[src/rtl/tx_framer_pkg.sv]
package tx_framer_pkg;
    localparam int NIB_W  = 4;
    localparam int CODE_W = 5;

    localparam logic [CODE_W-1:0] CG_IDLE = 5'b11111;
    localparam logic [CODE_W-1:0] CG_J    = 5'b11000;
    localparam logic [CODE_W-1:0] CG_K    = 5'b10001;
    localparam logic [CODE_W-1:0] CG_T    = 5'b01101;
    localparam logic [CODE_W-1:0] CG_R    = 5'b00111;
    localparam logic [CODE_W-1:0] CG_H    = 5'b00100;

    typedef enum logic [2:0] {
        FR_IDLE,
        FR_SECOND,
        FR_DATA,
        FR_TAIL,
        FR_GAP
    } frame_state_e;

    function automatic logic [CODE_W-1:0] map_nibble(input logic [NIB_W-1:0] n);
        logic [CODE_W-1:0] c;
        case (n)
            4'h0: c = 5'b11110;
            4'h1: c = 5'b01001;
            4'h2: c = 5'b10100;
            4'h3: c = 5'b10101;
            4'h4: c = 5'b01010;
            4'h5: c = 5'b01011;
            4'h6: c = 5'b01110;
            4'h7: c = 5'b01111;
            4'h8: c = 5'b10010;
            4'h9: c = 5'b10011;
            4'hA: c = 5'b10110;
            4'hB: c = 5'b10111;
            4'hC: c = 5'b11010;
            4'hD: c = 5'b11011;
            4'hE: c = 5'b11100;
            default: c = 5'b11101;
        endcase
        return c;
    endfunction
endpackage

[src/rtl/frame_sequencer.sv]
module frame_sequencer
    import tx_framer_pkg::*;
(
    input  logic              clk,
    input  logic              rst_n,
    input  logic              tx_en,
    input  logic [NIB_W-1:0]  tx_data,
    input  logic              tx_err,
    output logic [CODE_W-1:0] raw_code
);
    typedef struct packed {
        frame_state_e st;
    } seq_t;

    seq_t seq_d, seq_q;

    always_comb begin
        seq_d    = seq_q;
        raw_code = CG_IDLE;
        case (seq_q.st)
            FR_IDLE: begin
                if (tx_en) begin
                    raw_code = CG_J;
                    seq_d.st = FR_SECOND;
                end
            end
            FR_SECOND: begin
                raw_code = CG_K;
                seq_d.st = FR_DATA;
            end
            FR_DATA: begin
                if (!tx_en) begin
                    raw_code = CG_T;
                    seq_d.st = FR_TAIL;
                end else if (tx_err) begin
                    raw_code = CG_H;
                end else begin
                    raw_code = map_nibble(tx_data);
                end
            end
            FR_TAIL: begin
                raw_code = CG_R;
                seq_d.st = FR_GAP;
            end
            default: begin
                raw_code = CG_IDLE;
                seq_d.st = FR_IDLE;
            end
        endcase
    end

    always_ff @(posedge clk) begin
        if (!rst_n) seq_q <= '{st: FR_IDLE};
        else        seq_q <= seq_d;
    end


    start_pair_chk: assert property (@(posedge clk) disable iff (!rst_n)
        raw_code == CG_J |=> raw_code == CG_K);

    end_pair_chk: assert property (@(posedge clk) disable iff (!rst_n)
        raw_code == CG_T |=> raw_code == CG_R);

    gap_after_r_chk: assert property (@(posedge clk) disable iff (!rst_n)
        raw_code == CG_R |=> raw_code == CG_IDLE);
endmodule

[src/rtl/stream_scrambler.sv]
module stream_scrambler #(
    parameter int CODE_W  = 5,
    parameter int LFSR_W  = 11,
    parameter int TAP_EXP = 9
) (
    input  logic              clk,
    input  logic              rst_n,
    input  logic [CODE_W-1:0] code_in,
    output logic [CODE_W-1:0] code_out
);
    localparam int HI = LFSR_W - 1;
    localparam int LO = TAP_EXP - 1;

    typedef struct packed {
        logic [LFSR_W-1:0] lfsr;
        logic [CODE_W-1:0] outc;
    } scr_t;

    scr_t scr_d, scr_q;

    always_comb begin
        logic [LFSR_W-1:0] s;
        logic              f;
        s     = scr_q.lfsr;
        scr_d = scr_q;
        for (int i = CODE_W - 1; i >= 0; i--) begin
            f             = s[HI] ^ s[LO];
            scr_d.outc[i] = code_in[i] ^ f;
            s             = {s[LFSR_W-2:0], f};
        end
        scr_d.lfsr = s;
    end

    always_ff @(posedge clk) begin
        if (!rst_n) scr_q <= '{lfsr: '1, outc: '0};
        else        scr_q <= scr_d;
    end

    assign code_out = scr_q.outc;


    lfsr_nonzero_chk: assert property (@(posedge clk) disable iff (!rst_n)
        scr_q.lfsr != '0);
endmodule

[src/rtl/tx_symbol_framer.sv]
module tx_symbol_framer
    import tx_framer_pkg::*;
#(
    parameter int LFSR_W  = 11,
    parameter int TAP_EXP = 9
) (
    input  logic              clk,
    input  logic              rst_n,
    input  logic              tx_en,
    input  logic [NIB_W-1:0]  tx_data,
    input  logic              tx_err,
    output logic [CODE_W-1:0] code_out
);
    logic [CODE_W-1:0] raw_code;

    frame_sequencer seq_i (
        .clk      (clk),
        .rst_n    (rst_n),
        .tx_en    (tx_en),
        .tx_data  (tx_data),
        .tx_err   (tx_err),
        .raw_code (raw_code)
    );

    stream_scrambler #(
        .CODE_W  (CODE_W),
        .LFSR_W  (LFSR_W),
        .TAP_EXP (TAP_EXP)
    ) scr_i (
        .clk      (clk),
        .rst_n    (rst_n),
        .code_in  (raw_code),
        .code_out (code_out)
    );
endmodule

[config.mk]
export PLATFORM = sky130hd
export DESIGN_NAME = tx_symbol_framer
export DESIGN_NICKNAME = d
export VERILOG_FILES = /design/src/rtl/tx_framer_pkg.sv /design/src/rtl/frame_sequencer.sv /design/src/rtl/stream_scrambler.sv /design/src/rtl/tx_symbol_framer.sv
export SDC_FILE = /design/constraint.sdc
export NUM_CORES = 1
export LEC_CHECK = 0
export BUFFER_PORTS_ARGS = -buffer_cell sky130_fd_sc_hd__buf_2
export CAP_MARGIN = 20
export CORE_MARGIN = 1.5
export CORE_UTILIZATION = 45
export CTS_CLUSTER_DIAMETER = 30
export DETAILED_ROUTE_END_ITERATION = 12
export GPL_TIMING_DRIVEN = 0
export PLACE_DENSITY = 0.66
export RECOVER_POWER = 100
export REMOVE_ABC_BUFFERS = 1
export SKIP_LAST_GASP = 1
export SYNTH_ARGS = -nofsm -noshare
export SYNTH_HDL_FRONTEND = slang
export SYNTH_SLANG_ARGS = --single-unit
[constraint.sdc]
create_clock -name clk -period 2.2 [get_ports clk]
set_clock_uncertainty 0.1 [all_clocks]
set_input_delay 0.44 -clock clk [delete_from_list [all_inputs] [get_ports clk]]
set_output_delay 0.44 -clock clk [all_outputs]
set_load 0.05 [all_outputs]
Word level (Yosys, flattened, before mapping)
Memory sizes are Yosys's and may differ from the RTL's.
Index checks and enable logic that the tools add are counted.

word-level totals
  RAM bits = 0
  bits in latches = 0
  ROM bits = 80
  logic and storage cells = 28
  memories = 1
  register bits = 19
  output and inout bits = 5

operators by class
  multiplexer cells = 7
  eq/ne operators = 5
  reduce and logical (&&, ||, !) cells = 2
  add/subtract/negate cells = 0
  shift operators = 0
  div/mod/pow operators = 0
  magnitude comparators = 0
  bitwise gates (word level) = 10
  multiply operators = 0

memory list
  memory            depth  width  read ports  clocked after memory_dff  write ports  line                 text
  (name not given)  16     5      1           0                         0            tx_framer_pkg.sv:22  case (n)

operators by type and width
  kind                                                              number
  5-bit case mux with 4 select lines                                1
  3-bit case mux with 4 select lines                                1
  5-bit 2-to-1 mux                                                  2
  1-bit XOR                                                         10
  3-bit 2-to-1 mux                                                  3
  3-bit by 2-bit == test with 1-bit output (second input constant)  2
  2-bit != test (second input constant)                             2
  3-bit by 1-bit == test with 1-bit output (second input constant)  1
  3-bit logical NOT                                                 1
  2-bit AND reduction                                               1

Depth between registers and ports, before layout
Gate-level depths: netlist (run 1).
An unclocked memory read counts as a cell.

  depth after elaboration = 5
  depth in mapped cells = 5

By module
A second synthesis (run 1) with hierarchy kept.

unflattened totals
  cell total of the unflattened synthesis = 91
  area, all modules = 845.8 µm²

modules (own cells, without submodules)
  module            sequential area each (µm²)  cells each  instances  area each (µm²)
  stream_scrambler  320.3                       54          1          594.3
  frame_sequencer   60.1                        37          1          251.5

Least setup slack after synthesis (run 1)
OpenSTA, ideal clock, no wires.

  kind = input -> register
  from = in tx_data[0]
  to = reg scr_i.scr_q (netlist bit scr_i.code_out[2])
  path slack = 0.901 ns
  arrival = 1.077 ns
  cell stages on the path = 4
  cells stage by stage = or3_1 -> nand3_1 -> a31oi_1 -> mux2i_1

between the ends
  word-level cells in the longest chain between the ends = 5

RTL lines
  item                                line                    text
  start: declaration                  tx_symbol_framer.sv:10  input logic [NIB_W-1:0] tx_data,
  memory read 16 x 5 bit              --
  5-bit 2-to-1 mux                    frame_sequencer.sv:35   end else if (tx_err) begin
  5-bit 2-to-1 mux                    frame_sequencer.sv:32   if (!tx_en) begin
  5-bit case mux with 4 select lines  frame_sequencer.sv:20   case (seq_q.st)
  1-bit XOR                           stream_scrambler.sv:28  scr_d.outc[i] = code_in[i] ^ f;
  end signal: assignment              stream_scrambler.sv:35  if (!rst_n) scr_q <= '{lfsr: '1, outc: '0};
  end signal: assignment              stream_scrambler.sv:36  else scr_q <= scr_d;
  end: declaration                    stream_scrambler.sv:19  scr_t scr_d, scr_q;

Every way passes these cells.
A chain may end at the register's enable or synchronous reset.

Worst setup path after layout (run 1)
  from = reg scr_i.scr_q (netlist bit scr_i.code_out[1])
  to = out code_out[1]

RTL lines
  item              line                    text
  end: declaration  tx_symbol_framer.sv:12  output logic [CODE_W-1:0] code_out

No word-level cell between the ends.

==> flow_summary.json, run 1 <==
{
  "layout_common_cells": "dfxtp_1 (19), nand2b_1 (10), xnor2_1 (8)",
  "grt_max_degree": 20,
  "critPathSlowestCell": "clkbuf_1",
  "grt_pass1_wl_mm": 1.88,
  "synth_cell_types": 24,
  "nets": 97,
  "relSlewSlack_pct": 52.7,
  "dieWidth_um": 45.1,
  "diodes": 0,
  "layout-drive-gt1-share_pct": 11.4,
  "rows": 15,
  "clk_latency_ps": 290,
  "hold_viol": 0,
  "tightest_slew_ps": 710,
  "grt_usage_pct": 13.3,
  "ir_drop_uv": 445,
  "synth-async-reset-ratio_pct": 0,
  "ys_warn_count": 0,
  "cp_data_arrival_time_ps": 1070,
  "viasPerCell": 5.23,
  "crit_chain": "clkbuf_1",
  "ys_seq_area_share_pct": 47.7,
  "vias": 549,
  "worstHoldStart": "scr_i.scr_d[12]",
  "postSynthAreaPerCell_um2": 9.96,
  "setup_viol": 0,
  "drt-initial-drc-count": 12,
  "final_common_cell": "dfxtp_1",
  "rsz0062_at_grt": "no",
  "wirelength_mm": 1.20,
  "crit_type": "reg -> out",
  "synthCells": 80,
  "cts.repair.resized": 0,
  "start_util_pct": 47.2,
  "crit_path_end_kind": "output port",
  "grt_pass1_vias": 435,
  "io_pins": 13,
  "min_path_type": "reg -> reg",
  "timing.final.max_slew_violations": 0,
  "fin_crit_ps": 1610,
  "synth_edf_count": 0,
  "p_leak_nw": 0.337,
  "placed_area_um2": 823,
  "period_share_pct": 73.4,
  "r2r-start": "seq_i.seq_q[0]",
  "die-area_mm2": 0.00203,
  "preCtsSetupSlack_ps": 714,
  "drc": 0,
  "postLayoutCellArea_um2": 831,
  "clkSinkCount": 19,
  "ys.flop_type": "dfxtp_1",
  "root_buffer": "clkbuf_4",
  "crit_fanout": 1,
  "critPathLaunchType": "flip-flop",
  "post-cts-setup-buffers": 0,
  "drt.antenna.violating_nets": 0,
  "clockBufferDepth": 2,
  "drv_cap": 0,
  "die_h_um": 45.1,
  "required_ps": 1660,
  "drt_first_pass_iters": 4,
  "place.port_buffers": 12,
  "numCtsBuffers": 3,
  "slowest_delay_ps": 460,
  "worst-path-buf-inv": 1,
  "setup_slack_ps": 586,
  "wl_per_cell_um": 11.4,
  "ff2ff_setup_slack_ps": 840,
  "status": "completed",
  "hpwl_um": 873,
  "power.density_mw_per_mm2": 940,
  "ys_ff_latch": 19,
  "startpoint": "scr_i.code_out[1]",
  "gp_congestion": 0.865,
  "coreArea_mm2": 0.00169,
  "fmax_mhz": 620,
  "final_util_pct": 49.2,
  "grt_antenna_before_repair": 0,
  "cp-endpoint": "code_out[1]",
  "holdBufCountCts": 0,
  "cp_top_family": "buffers and inverters",
  "final.setup.tns_ps": 0,
  "globalRoute.totalOverflow": 0,
  "cts_tree": "built",
  "area_delta_synth_final_pct": 4.24,
  "cp.depth": 1,
  "htree_levels": 1,
  "power_uw": 781,
  "r2r_cells": 4,
  "r2r_end": "scr_i.code_out[1]",
  "path_clk_slew_ps": 100,
  "synthesis.area_um2": 797
}
==> power breakdown <==
group	internal [mW]	leakage [nW]	total, mW	switching, mW
clock network	0.0675	0.0177	0.170	0.102
logic	0.0714	0.161	0.197	0.126
registers	0.387	0.158	0.414	0.0274
==> state kept, by name (all words and copies together), names as in the netlist <==
name and count:
scr_i.scr_d 6, scr_i.code_out 5, scr_i.scr_q 5, seq_i.seq_q 3
==> worst reg2reg max path, cell delays in order (launching register included) <==
cell     delay, ps
dfxtp_1        470
nor2_1         120
and4b_1        210
a31oi_1        200
mux2i_1        210
==> worst min path at each step <==
stage	end	cells after the start	slack, ps
floorplan	scr_i.scr_d[15]	1	290
global placement	scr_i.scr_q[13]	1	290
detailed placement	scr_i.scr_q[13]	1	300
CTS	scr_i.scr_q[12]	1	330
global route	scr_i.scr_q[12]	1	350
finish	scr_i.scr_q[12]	1	320
==> synthesized netlist by cell type (2+ instances only) <==
library cell	number	area, um2
buf_2	2	10.0
dfxtp_1	19	380
xnor2_1	8	70.1
buf_4	6	45.0
o21bai_1	2	15.0
nand2_1	5	18.8
nor2b_1	2	12.5
a31oi_1	2	12.5
and4b_1	2	20.0
a21oi_1	3	15.0
nand2b_1	10	62.6
mux2i_1	3	30.0
nand3_1	3	15.0
nor2_1	3	11.3
==> stage by stage <==
step | instances | hold slack [ps]
6_report | 105 | 319
3_5_place_dp | 101 | 298
3_3_place_gp | 101 | 289
2_1_floorplan | 72 | 286
4_1_cts | 105 | 326
5_1_grt | 105 | 348
==> layer usage <==
layer,up-vias,share of wire (%),global-route usage [%]
met3,2,6.2,3.60
met2,22,42,18.3
met5,-,0,0
met1,247,50,18.2
li1,278,-,-
met4,0,1.0,8.82
==> area by class of cell <==
class	count	area, um2
fill	163	858
timing repair buffer	12	52.6
clock inverter	1	5.00
sequential	19	380
clock buffer	3	22.5
tap	17	21.3
multi-input combinational	53	349
==> cells by family (layout without fill, tap and decap cells) <==
kind of cell,after synthesis,in the layout,share of synthesized area (%)
and+or+nand+nor,31,31,23.2
DFF,19,19,47.7
AOI/OAI and AO/OA,10,10,8.48
xor gates and xnor gates,9,9,9.89
buffers and inverters,8,16,6.91
muxes,3,3,3.77
No activity file was read; power rests on OpenSTA's default activity.
==> inputs of run 2 (changes only) <==
--- a/config.mk
+++ b/config.mk
@@ -5,6 +5,7 @@
 export SDC_FILE = /design/constraint.sdc
 export NUM_CORES = 1
 export LEC_CHECK = 0
+export ABC_AREA = 1
 export BUFFER_PORTS_ARGS = -buffer_cell sky130_fd_sc_hd__buf_2
 export CAP_MARGIN = 20
 export CORE_MARGIN = 1.5
@@ -12,7 +13,7 @@
 export CTS_CLUSTER_DIAMETER = 30
 export DETAILED_ROUTE_END_ITERATION = 12
 export GPL_TIMING_DRIVEN = 0
-export PLACE_DENSITY = 0.66
+export PLACE_DENSITY = 0.68
 export RECOVER_POWER = 100
 export REMOVE_ABC_BUFFERS = 1
 export SKIP_LAST_GASP = 1
==> constraint.sdc (replaced) <==
create_clock -name clk -period 1.3 [get_ports clk]
set_clock_uncertainty 0.1 [all_clocks]
set_input_delay 0.26 -clock clk [delete_from_list [all_inputs] [get_ports clk]]
set_output_delay 0.26 -clock clk [all_outputs]
set_load 0.05 [all_outputs]
==> flow_summary.json, run 2 <==
{
  "status": "completed",
  "stdcell_count": 138,
  "numCtsBuffers": 3,
  "coreArea_mm2": 0.00171,
  "nFillCells": 165,
  "htree_levels": 1,
  "crit_path_end_kind": "output port",
  "synthCells": 103,
  "ir_drop_uv": 921,
  "final_common_cell": "nand2_1",
  "timing.final.max_slew_violations": 0,
  "drc": 0,
  "final.setup.tns_ps": 0,
  "tightest_slew_ps": 282,
  "met1_length_um": 655,
  "wirelength_mm": 1.28,
  "die-area_mm2": 0.00206,
  "fmax_mhz": 808,
  "multi_input_area_um2": 339,
  "ys_seq_area_share_pct": 47.0,
  "dieWidth_um": 45.4,
  "min_path_type": "in -> reg",
  "gp_congestion": 0.749,
  "grt_pass1_vias": 505,
  "path_clk_slew_ps": 100,
  "root_buffer": "clkbuf_4",
  "cp_top_family": "flip-flops",
  "clk_latency_ps": 290,
  "synth_area_leader_cell": "dfxtp_1",
  "period_share_pct": 95.2,
  "area_delta_synth_final_pct": 7.73,
  "rsz0062_at_grt": "no",
  "grt_max_degree": 13,
  "synth-async-reset-ratio_pct": 0,
  "ys_warn_count": 0,
  "final_util_pct": 51.1,
  "drv_cap": 0,
  "layout_common_cells": "nand2_1 (25), dfxtp_1 (18), nor2_1 (13)",
  "crit_fanout": 1,
  "clkSinkCount": 19,
  "power.density_mw_per_mm2": 1420,
  "placed_area_um2": 850,
  "yosys-top-cells-count": "nand2_1 (23), dfxtp_1 (19), nor2_1 (13)",
  "fin_crit_ps": 1240,
  "ff2ff_setup_slack_ps": 110,
  "vias": 604,
  "holdBufCountCts": 0,
  "nets": 122,
  "largest_register_ffs": 6,
  "critPathLaunchType": "flip-flop",
  "drt.antenna.violating_nets": 0,
  "grt_usage_pct": 14.8,
  "grt_antenna_before_repair": 0,
  "synth_edf_count": 0,
  "die_h_um": 45.4,
  "postSynthAreaPerCell_um2": 7.86,
  "dr_wl_met2_um": 563,
  "worst-path-buf-inv": 1,
  "globalRoute.totalOverflow": 0,
  "layout-drive-gt1-share_pct": 23.9,
  "setup_viol": 0,
  "start_util_pct": 47.4,
  "drt_first_pass_iters": 4,
  "relSlewSlack_pct": 81.1,
  "preCtsSetupSlack_ps": 123,
  "ys_ff_latch": 19,
  "top_layer": "met4",
  "drt-initial-drc-count": 11,
  "cts_tree": "built",
  "grt_pass1_wl_mm": 2.15,
  "yosys-top-cells-area": "dfxtp_1 (47%), nand2_1 (11%), nor2_1 (6.0%)",
  "rows": 15,
  "diodes": 0,
  "hpwl_um": 992,
  "hold_viol": 0,
  "met3WireLength_um": 48,
  "synthesis.area_um2": 810,
  "setup_slack_ps": 63.0,
  "ys.flop_type": "dfxtp_1",
  "required_ps": 940,
  "postLayoutCellArea_um2": 872,
  "crit_chain": "clkbuf_2",
  "place.port_buffers": 12,
  "slowest_delay_ps": 320,
  "io_pins": 13,
  "wl_per_cell_um": 9.28,
  "crit_type": "reg -> out",
  "critPathSlowestCell": "dfxtp_1",
  "synth_cell_types": 18,
  "yosysTopAreaCellShare_pct": 47.0,
  "post-place-cells": 134,
  "cp_data_arrival_time_ps": 880,
  "final-seq-area_um2": 382,
  "viasPerCell": 4.38,
  "post-synth-top-count-cell": "nand2_1",
  "p_leak_nw": 0.423,
  "clockBufferDepth": 2
}
[run 2: area by class of cell]
cell class / count / share of cell area, %
timing repair buffer: 12 / 6.89
inverter: 9 / 3.87
sequential: 19 / 43.8
tap: 25 / 3.59
clock buffer: 4 / 3.01
multi-input combinational: 69 / 38.9
[run 2: what timing repair did]
action | in CTS | in global routing
resized for setup | 0 | 1
setup buffers | 0 | 0
endpoints found under the setup margin | 0 | 1
[run 2: metal layers]
metal | up-vias | track usage (%)
met5 | - | 0
met4 | 0 | 5.29
met3 | 2 | 5.95
met2 | 12 | 21.7
met1 | 258 | 19.6
li1 | 332 | -
[run 2: kinds of logic (layout without fill, tap and decap cells)]
family / after synthesis / after routing / synth area share, %
flip-flops: 19 / 19 / 47.0
buffers and inverters: 15 / 25 / 10.5
AO/OA/AOI/OAI: 8 / 8 / 5.72
XOR/XNOR: 5 / 5 / 5.41
AND/OR/NAND/NOR: 56 / 56 / 31.4
[run 2: worst paths after layout]
path	startpoint	end	cells after the start
worst min-delay path	rst_n	scr_i.scr_d[14]	2
worst min register to register	scr_i.scr_d[11]	scr_i.scr_q[11]	1
worst max register to register	seq_i.seq_q[1]	scr_i.code_out[2]	9
worst max-delay path	scr_i.code_out[4]	code_out[4]	1
[run 2: report_power, final]
group / switching, mW / internal, mW
sequential: 0.0277 / 0.643
clock: 0.163 / 0.119
combinational: 0.195 / 0.0910
[run 2: metrics by stage]
| step | hold slack, ps | total power, mW |
|---|---|---|
| 6_report | 159 | 1.24 |
| 5_1_grt | 150 | 1.31 |
| 4_1_cts | 153 | 1.25 |
| 3_5_place_dp | 301 | 0.972 |
| 3_3_place_gp | 295 | 0.967 |
| 2_1_floorplan | 229 | 0.900 |
